--- config.mk ---
export PLATFORM = sky130hd
export DESIGN_NAME = pin_irq_ctrl
export DESIGN_NICKNAME = d
export VERILOG_FILES = /design/src/rtl/pin_irq_pkg.sv /design/src/rtl/pin_irq_sync.sv /design/src/rtl/pin_irq_chan.sv /design/src/rtl/pin_irq_ctrl.sv
export SDC_FILE = /design/constraint.sdc
export NUM_CORES = 1
export LEC_CHECK = 0
export CAP_MARGIN = 20
export CORE_MARGIN = 2
export CORE_UTILIZATION = 60
export CTS_BUF_LIST = sky130_fd_sc_hd__clkbuf_16
export DETAILED_ROUTE_END_ITERATION = 8
export DONT_BUFFER_PORTS = 1
export GPL_TIMING_DRIVEN = 0
export PLACE_DENSITY = 0.74
export RECOVER_POWER = 100
export SLEW_MARGIN = 40
export SYNTH_ARGS = -nofsm -noshare
export SYNTH_HDL_FRONTEND = slang
export SYNTH_HIERARCHICAL = 1
export SYNTH_SLANG_ARGS = --single-unit
--- constraint.sdc ---
create_clock -name clk_i -period 1.7 [get_ports clk_i]
set_input_delay 0.34 -clock clk_i [delete_from_list [all_inputs] [get_ports clk_i]]
set_output_delay 0.34 -clock clk_i [all_outputs]
set_load 0.01 [all_outputs]
--- src/rtl/pin_irq_pkg.sv ---
package pin_irq_pkg;
  typedef enum logic [1:0] {
    REG_STAT = 2'd0,
    REG_MODE = 2'd1,
    REG_RENA = 2'd2,
    REG_FENA = 2'd3
  } reg_sel_e;
endpackage

--- src/rtl/pin_irq_sync.sv ---
module pin_irq_sync #(
  parameter int W      = 8,
  parameter int STAGES = 2
) (
  input  logic         clk_i,
  input  logic         rst_ni,
  input  logic [W-1:0] d_i,
  output logic [W-1:0] q_o
);
  logic [W-1:0] stg_q [STAGES];

  always_ff @(posedge clk_i or negedge rst_ni) begin
    if (!rst_ni) begin
      for (int i = 0; i < STAGES; i++) stg_q[i] <= '0;
    end else begin
      stg_q[0] <= d_i;
      for (int i = 1; i < STAGES; i++) stg_q[i] <= stg_q[i-1];
    end
  end

  assign q_o = stg_q[STAGES-1];
endmodule

--- src/rtl/pin_irq_chan.sv ---
module pin_irq_chan (
  input  logic clk_i,
  input  logic rst_ni,
  input  logic pin_s_i,
  input  logic lvl_mode_i,
  input  logic ena_i,
  input  logic enf_i,
  input  logic clr_i,
  output logic stat_o
);
  logic prev_q, rise_q, fall_q;
  logic rise_ev, fall_ev;

  assign rise_ev = !lvl_mode_i && ena_i && pin_s_i && !prev_q;
  assign fall_ev = !lvl_mode_i && enf_i && !pin_s_i && prev_q;

  always_ff @(posedge clk_i or negedge rst_ni) begin
    if (!rst_ni) begin
      prev_q <= 1'b0;
      rise_q <= 1'b0;
      fall_q <= 1'b0;
    end else begin
      prev_q <= pin_s_i;
      // a fresh edge beats a same-cycle clear
      rise_q <= rise_ev | (rise_q & ~clr_i);
      fall_q <= fall_ev | (fall_q & ~clr_i);
    end
  end

  // in level mode enf_i carries the active level
  assign stat_o = lvl_mode_i ? (ena_i && (pin_s_i == enf_i))
                             : ((rise_q && ena_i) || (fall_q && enf_i));
endmodule

--- src/rtl/pin_irq_ctrl.sv ---
module pin_irq_ctrl
  import pin_irq_pkg::*;
#(
  parameter int NUM_CH    = 8,
  parameter int SYNC_STGS = 2
) (
  input  logic              clk_i,
  input  logic              rst_ni,
  input  logic [NUM_CH-1:0] ch_pin_i,
  input  logic              wr_en_i,
  input  logic [1:0]        addr_i,
  input  logic [NUM_CH-1:0] wdata_i,
  output logic [NUM_CH-1:0] rdata_o,
  output logic [NUM_CH-1:0] irq_o
);
  logic [NUM_CH-1:0] pin_s;
  logic [NUM_CH-1:0] mode_q, ena_q, enf_q;
  logic [NUM_CH-1:0] stat, clr;
  logic              stat_wr;

  pin_irq_sync #(.W(NUM_CH), .STAGES(SYNC_STGS)) u_sync (
    .clk_i (clk_i),
    .rst_ni(rst_ni),
    .d_i   (ch_pin_i),
    .q_o   (pin_s)
  );

  assign stat_wr = wr_en_i && (reg_sel_e'(addr_i) == REG_STAT);
  assign clr     = stat_wr ? (wdata_i & ~mode_q) : '0;

  always_ff @(posedge clk_i or negedge rst_ni) begin
    if (!rst_ni) begin
      mode_q <= '0;
      ena_q  <= '0;
      enf_q  <= '0;
    end else if (wr_en_i) begin
      unique case (reg_sel_e'(addr_i))
        REG_STAT: enf_q  <= enf_q ^ (wdata_i & mode_q);
        REG_MODE: mode_q <= wdata_i;
        REG_RENA: ena_q  <= wdata_i;
        REG_FENA: enf_q  <= wdata_i;
        default: ;
      endcase
    end
  end

  for (genvar c = 0; c < NUM_CH; c++) begin : g_ch
    pin_irq_chan u_chan (
      .clk_i     (clk_i),
      .rst_ni    (rst_ni),
      .pin_s_i   (pin_s[c]),
      .lvl_mode_i(mode_q[c]),
      .ena_i     (ena_q[c]),
      .enf_i     (enf_q[c]),
      .clr_i     (clr[c]),
      .stat_o    (stat[c])
    );
  end

  always_comb begin
    unique case (reg_sel_e'(addr_i))
      REG_STAT: rdata_o = stat;
      REG_MODE: rdata_o = mode_q;
      REG_RENA: rdata_o = ena_q;
      REG_FENA: rdata_o = enf_q;
      default:  rdata_o = '0;
    endcase
  end

  assign irq_o = stat;
endmodule

==> results of run 1 <==
-- where the power goes --
| group | switching (mW) | internal [mW] |
|---|---|---|
| sequential | 0.227 | 1.80 |
| combinational | 0.581 | 0.584 |
| clock | 0.651 | 1.28 |
| total | 1.46 | 3.67 |
-- worst max-delay path, stage by stage (launching register included) --
cell and delay [ps]:
dfrtp_2 450, xnor2_2 140, a31oi_1 110, o21ai_2 120
inv_1 80, mux2i_2 250
-- cell families after synthesis --
logic type	after synthesis	synth area share
mux	24	0.0860
fa+ha+maj	5	0.0207
compound gates	54	0.124
xor+xnor	8	0.0232
flops	64	0.529
buf+inv	41	0.0637
simple gates	77	0.153
-- registers in the layout, summed over array words and instances, names as in the netlist --
name / cells
ena_q: 8
enf_q: 8
g_ch.u_chan/fall_q: 8
g_ch.u_chan/prev_q: 8
g_ch.u_chan/rise_q: 8
mode_q: 8
u_sync/q_o: 8
u_sync/stg_q: 8
-- how the worst max path moves through the flow --
| stage | end | slack [ps] | cells after the start |
|---|---|---|---|
| 6_report | rdata_o[0] | -130 | 5 |
| 5_1_grt | rdata_o[0] | -170 | 5 |
| 4_1_cts | rdata_o[0] | -110 | 5 |
| 2_1_floorplan | rdata_o[0] | 110 | 4 |
| 3_3_place_gp | rdata_o[0] | -210 | 4 |
| 3_5_place_dp | rdata_o[0] | -210 | 4 |
-- repair_timing --
| action | in CTS | in global routing |
|---|---|---|
| pin swaps | 16 | 3 |
| endpoints found under the hold margin | 64 | 64 |
| setup buffers | 33 | 3 |
| gates resized for setup | 43 | 2 |
| setup endpoints to repair | 8 | 8 |
-- metrics by stage --
step                hold WS (ps)  setup TNS, ps
global placement            46.5          -1420
floorplan                   44.4              0
global route                -303          -1190
detailed placement          45.9          -1480
finish                      -291           -520
CTS                         -298           -462
-- final cells by class --
type / count / share of cell area
inverters: 27 / 0.0270
multi-input cells: 168 / 0.360
clock inverters: 7 / 0.0253
well taps: 67 / 0.0223
repair buffers: 36 / 0.0660
flip-flops and latches: 64 / 0.432
plain buffers: 5 / 0.00700
clock buffers: 9 / 0.0600
-- cells in the mapped netlist, types with 5 or more instances --
| cell | instances |
|---|---|
| a31oi_1 | 8 |
| xnor2_1 | 8 |
| ha_1 | 5 |
| nand3_1 | 13 |
| nand2_1 | 27 |
| and3b_1 | 8 |
| o21ai_0 | 8 |
| a222oi_1 | 8 |
| buf_4 | 9 |
| nor2b_1 | 5 |
| nand4bb_1 | 8 |
| mux2_2 | 16 |
| o211ai_1 | 5 |
| mux2i_1 | 8 |
| o32ai_1 | 8 |
| dfrtp_1 | 64 |
| inv_1 | 27 |
| o21ai_1 | 8 |
| nor3b_1 | 8 |
-- per-layer routing --
layer	wire [um]	up-vias
met5	0	-
met4	86	0
met3	430	9
met2	3710	64
met1	2690	1139
li1	-	1060
==> results.cfg, run 1 <==
[outcome]
status = finished, violations left
violations = negative hold slack, negative setup slack

[grt]
use_met3 = 0.0977
grt_pass1_vias = 2308
antenna_found_initial = 0
track_usage = 0.274
grtUsageMet1 = 0.321
grt_max_degree = 65
use_met2 = 0.463
grt_pass1_wl_mm = 11.0
globalRoute.busiestLayer = met2
globalRouteOverflowTotal = 0

[worst_setup_path]
reg2reg_depth = 4
reg2reg_slack_ps = 370
rr_endpoint = g_ch[6].u_chan/fall_q$_DFF_PN0_
cp.arrival_ps = 1490
startpoint_type = flip-flop
worstPathRequired_ps = 1360
cp-end-kind = primary output
worstPathMaxFanout = 4
critPathKind = flip-flop to primary output
crit_start = enf_q[0]$_DFFE_PN0P_
timing.rr.start = mode_q[6]$_DFFE_PN0P_

[yosys]
ys_ff_latch = 64
synthTopCellsByArea = dfrtp_1, mux2_2, inv_1
synth_warnings = 6
syn_area_per_cell_um2 = 11.1
synthCells = 273
synth_ff_type = dfrtp_1
synth_top_area_cell = dfrtp_1
syn_nets = 299
synth_edf_count = 0
synth_top_area_frac = 0.529
ys_seq_area_frac = 0.529
syn_area_um2 = 3030
async_flop_share = 1.00
ys_types = 29

[power]
vdd.ir_drop.worst_uv = 977
p_total_mw = 5.13
powerDensity_nw_per_um2 = 1370
power_leakage_nw = 1.69

[cells_and_area]
synthToLayoutAreaGrowth_pct = 24.1
regArea_um2 = 1620
nNetsFinal = 337
fillerInstances = 302
multi_input_area_um2 = 1350
n_antenna_cell = 0
layout_common_cells = dfrtp_1, buf_4, nand2_1
final_common_cell = dfrtp_1
finalNonFillerCells = 383
design_area_um2 = 3750
final_core_util = 0.784
drive_above_1_share = 0.345

[cts]
clkLatencyLatePin_ps = 320
cts_buffer_depth = 2
htree_levels = 3
clkTransAtPathRegs_ps = 50
cts_tree = yes
cts_buffers = 9
clock-sinks = 64
root_buffer = clkbuf_16

[floorplanning]
die_width_um = 75.0
core-area_um2 = 4790
die_area_um2 = 5630
die_height_um = 75.0
initial_core_util = 0.632
ios = 37
rows = 25

[routing]
vias = 2272
drt_iter0_markers = 164
drcViolationCount = 0
via_per_inst = 5.93
dr.pass1.iters = 4
routed_wl_mm = 6.92
ant_nets = 0
wl_per_cell_um = 18.1

[timing]
finalCritPeriodShare = 1.08
fin_ws_ps = -128
relSlewSlack = 0.659
finalCriticalPeriod_ps = 1830
finalSetupViolations = 8
worstMarginPinSlew_ps = 510
rsz0062_at_grt = true
fin_skew_ps = 2.84
hold_slack_ps = -291
slew_violations = 0
fmax_mhz = 547
finalHoldViolations = 64

[placed_design]
dp_hpwl_mm = 3.72
placedInstanceArea_um2 = 3110
io_buffer_count = 0
dp.cells = 340
gp_congestion = 0.756
dp_slack_ps = -214

[run]
drv_cap = 0

[min_path]
hp-class = input pin to asynchronous set/reset pin
(Power assumes the default switching activity.)
==> run 2: changes to the inputs <==
- CAP_MARGIN: 20 -> default
- CTS_BUF_LIST: sky130_fd_sc_hd__clkbuf_16 -> sky130_fd_sc_hd__clkbuf_8
==> results.cfg, run 2 (same netlist as run 1, synthesis figures left out) <==
[timing]
slew_violations = 0
fin_skew_ps = 3.96
finalHoldViolations = 64
relSlewSlack = 0.683
finalCritPeriodShare = 1.05
finalCriticalPeriod_ps = 1780
finalSetupViolations = 8
hold_slack_ps = -316
fin_tns_setup_ps = -572
fmax_mhz = 561
worstMarginPinSlew_ps = 476
rsz0062_at_grt = true
fin_ws_ps = -81.7

[routing]
routed_wl_mm = 6.99
dr.pass1.iters = 5
via_per_inst = 5.87
drt_iter0_markers = 185
drcViolationCount = 0
wl_per_cell_um = 17.7
ant_nets = 0
vias = 2320

[placed_design]
dp_hpwl_mm = 3.72
dp.cells = 340
gp_congestion = 0.756
io_buffer_count = 0
dp_slack_ps = -214
placedInstanceArea_um2 = 3110

[power]
powerDensity_nw_per_um2 = 1240
vdd.ir_drop.worst_uv = 918
power_leakage_nw = 1.73

[worst_setup_path]
worstPathMaxFanout = 3
reg2reg_slack_ps = 390
path_cells = and3b_1, a31oi_1, o21ai_2, inv_1, mux2i_2
critPathBufInv = 1
worstPathRequired_ps = 1360
cpPeakStageDelay_ps = 420
slowest_stage = dfrtp_2
critPathKind = flip-flop to primary output
cp-end-kind = primary output
startpoint_type = flip-flop
reg2reg_depth = 4
cp_top_family = flip-flops
timing.rr.start = mode_q[6]$_DFFE_PN0P_
cp.arrival_ps = 1440
rr_endpoint = g_ch[6].u_chan/fall_q$_DFF_PN0_

[grt]
globalRouteOverflowTotal = 0
grt_pass1_vias = 2229
grt_pass1_wl_mm = 10.8
track_usage = 0.269
antenna_found_initial = 0
grt_max_degree = 65

[cells_and_area]
drive_above_1_share = 0.381
finalNonFillerCells = 395
n_antenna_cell = 0
nNetsFinal = 349
fillerInstances = 286
synthToLayoutAreaGrowth_pct = 26.3
layout_common_cells = dfrtp_1, buf_4, nand2_1
final_common_cell = dfrtp_1
design_area_um2 = 3820

[cts]
clkLatencyLatePin_ps = 350
cts_buffer_depth = 2
cts_buffers = 9
clock-sinks = 64
root_buffer = clkbuf_8
htree_levels = 3
cts_tree = yes
clkTransAtPathRegs_ps = 70

[floorplanning]
die_area_um2 = 5630
die_height_um = 75.0
rows = 25
ios = 37
core-area_um2 = 4790
initial_core_util = 0.632
die_width_um = 75.0

[min_path]
hp-class = input pin to asynchronous set/reset pin

[outcome]
status = finished, violations left
violations = negative hold slack, negative setup slack

[run]
drv_cap = 0
run 2: changes by cell type in the layout (fill, tap and decap cells not counted), moves of 7 or more:
cell,previous run,this run
dlygate4sd3_1,0,7
buf_4,31,42
clkbuf_8,0,10
clkbuf_1,7,0
clkbuf_16,9,0
run 2: per-stage QoR:
step | utilization | hold slack (ps) | power (mW)
after global placement | 0.650 | 46.5 | 2.81
after global routing | 0.798 | -340 | 4.99
after detailed placement | 0.650 | 45.9 | 2.85
final | 0.798 | -316 | 4.73
after CTS | 0.768 | -329 | 4.64
after floorplan | - | 44.4 | 2.67
run 2: cell type report:
type / count / area, um2 / area share
inverter: 27 / 101 / 0.0265
clock buffer: 10 / 138 / 0.0360
sequential: 64 / 1620 / 0.425
tap: 67 / 83.8 / 0.0219
timing repair buffer: 48 / 382 / 0.0999
buffer: 5 / 30.0 / 0.00786
multi-input combinational: 168 / 1370 / 0.359
clock inverter: 6 / 91.3 / 0.0239
run 2: worst max-delay path by stage:
stage	startpoint	to	slack, ps	cells past startpoint
CTS	enf_q[0]$_DFFE_PN0P_	rdata_o[0]	-130	5
global route	u_sync/q_o[4]$_DFF_PN0_	rdata_o[4]	-200	5
floorplan	addr_i[0]	rdata_o[0]	110	4
finish	mode_q[1]$_DFFE_PN0P_	rdata_o[1]	-80	5
detailed placement	addr_i[1]	rdata_o[0]	-210	4
global placement	addr_i[0]	rdata_o[0]	-210	4
run 2: routing by layer:
metal	up-vias	GRT usage	wire (um)
li1	1083	-	-
met1	1140	0.320	2700
met2	85	0.451	3650
met3	12	0.104	546
met4	0	0.0853	93
met5	-	0	0
run 2: report_power, final:
group          switching, mW  total, mW  internal [mW]
logic                  0.591       1.23          0.643
clock network          0.596       1.47          0.872
registers              0.229       2.03           1.80
run 2: timing repair:
| action | CTS | global route |
|---|---|---|
| pin swaps | 15 | 7 |
| gates resized for setup | 42 | 7 |
| setup buffers | 34 | 7 |
| setup endpoints to repair | 8 | 8 |
| endpoints found under the hold margin | 64 | 71 |
==> run 3: changes to the inputs <==
- CELL_PAD_IN_SITES_DETAIL_PLACEMENT: default -> 0
- CELL_PAD_IN_SITES_GLOBAL_PLACEMENT: default -> 2
- CORE_UTILIZATION: 60 -> 43
- PLACE_DENSITY: 0.74 -> 0.79
==> results.cfg, run 3 (same netlist as run 1, synthesis figures left out) <==
[worst_setup_path]
slowest_stage = a222oi_1
rr_endpoint = enf_q[4]$_DFFE_PN0P_
cp-end-kind = primary output
worstPathRequired_ps = 1360
reg2reg_slack_ps = 560
critPathKind = flip-flop to primary output
startpoint_type = flip-flop
reg2reg_depth = 5
timing.rr.start = enf_q[4]$_DFFE_PN0P_
worstPathMaxFanout = 6
cpPeakStageDelay_ps = 510
path_cells = a222oi_1, mux2i_4
cp.arrival_ps = 1470

[cells_and_area]
n_antenna_cell = 0
synthToLayoutAreaGrowth_pct = 26.5
final_core_util = 0.563
final_common_cell = dfrtp_1
nNetsFinal = 346
fillerInstances = 589
layout_common_cells = dfrtp_1, buf_4, nand2_1
finalNonFillerCells = 421
drive_above_1_share = 0.372

[timing]
fin_ws_ps = -105
relSlewSlack = 0.686
finalCritPeriodShare = 1.06
fmax_mhz = 554
rsz0062_at_grt = true
hold_slack_ps = -312
slew_violations = 0
fin_skew_ps = 6.49
fin_tns_setup_ps = -619
finalHoldViolations = 64
finalCriticalPeriod_ps = 1810
finalSetupViolations = 8
worstMarginPinSlew_ps = 472

[floorplanning]
initial_core_util = 0.445
die_width_um = 87.9
core-area_um2 = 6790
ios = 37
die_area_um2 = 7720
rows = 30
die_height_um = 87.9

[grt]
use_met2 = 0.306
grtUsageMet1 = 0.243
globalRouteOverflowTotal = 0
use_met3 = 0.0952
antenna_found_initial = 0
grt_pass1_vias = 2214
globalRoute.busiestLayer = met2
grt_max_degree = 65
grt_pass1_wl_mm = 11.1
track_usage = 0.196

[routing]
drcViolationCount = 0
dr.pass1.iters = 7
routed_wl_mm = 6.88
via_per_inst = 5.29
wl_per_cell_um = 16.3
vias = 2227
ant_nets = 0
drt_iter0_markers = 102

[cts]
clkTransAtPathRegs_ps = 70
cts_buffer_depth = 2
root_buffer = clkbuf_8
htree_levels = 3
clkLatencyLatePin_ps = 350
clock-sinks = 64
cts_buffers = 9
cts_tree = yes

[run]
drv_cap = 0

[placed_design]
gp_congestion = 0.759
io_buffer_count = 0
dp_hpwl_mm = 4.07
dp_slack_ps = -289
dp.cells = 369

[outcome]
violations = negative hold slack, negative setup slack
status = finished, violations left

[min_path]
hp-class = input pin to asynchronous set/reset pin

[power]
power_leakage_nw = 1.71
vdd.ir_drop.worst_uv = 570
powerDensity_nw_per_um2 = 1220
p_total_mw = 4.67
[run 3: through the flow]
step           instance area [um2]  hold WS [ps]
4_1_cts                       3780          -336
5_1_grt                       3830          -352
3_5_place_dp                  3150          46.2
6_report                      3830          -312
3_3_place_gp                  3150          45.8
2_1_floorplan                 3030          44.4
[run 3: metal layers]
metal	part of all wire	up-vias	wire [um]
li1	-	1074	-
met4	0.010	0	70
met1	0.45	1098	3080
met2	0.48	49	3270
met3	0.067	6	464
met5	0	-	0
[run 3: worst max-delay path: cells and delay by family, from the launching register on]
kind / cells / cell delay (ps)
multiplexers: 1 / 150
flip-flops: 1 / 460
AO/OA/AOI/OAI: 1 / 510
[run 3: how the worst max path moves through the flow]
stage,from,endpoint
finish,enf_q[7]$_DFFE_PN0P_,rdata_o[7]
global route,enf_q[3]$_DFFE_PN0P_,rdata_o[3]
CTS,enf_q[4]$_DFFE_PN0P_,rdata_o[4]
detailed placement,addr_i[0],rdata_o[7]
global placement,addr_i[0],rdata_o[7]
floorplan,addr_i[0],rdata_o[0]
[run 3: layout make-up]
class | count | area, um2 | area share
clock buffers | 10 | 138 | 0.0360
clock inverters | 6 | 91.3 | 0.0239
flip-flops and latches | 64 | 1620 | 0.424
well taps | 96 | 120 | 0.0314
inverters | 27 | 101 | 0.0265
repair buffers | 45 | 362 | 0.0945
plain buffers | 5 | 27.5 | 0.00719
multi-input cells | 168 | 1360 | 0.356
[run 3: where the power goes]
part	leakage [nW]	switching, mW	internal [mW]
Clock	0.105	0.611	0.869
Combinational	0.886	0.550	0.610
Sequential	0.715	0.228	1.80
[run 3: repair_timing]
action                                 4_1_cts  5_1_grt
setup endpoints to repair                   11        9
endpoints found under the hold margin       69       67
buffers inserted                            34        3
hold buffers                                 5        3
pin swaps                                   15        5
resized for setup                           46        1
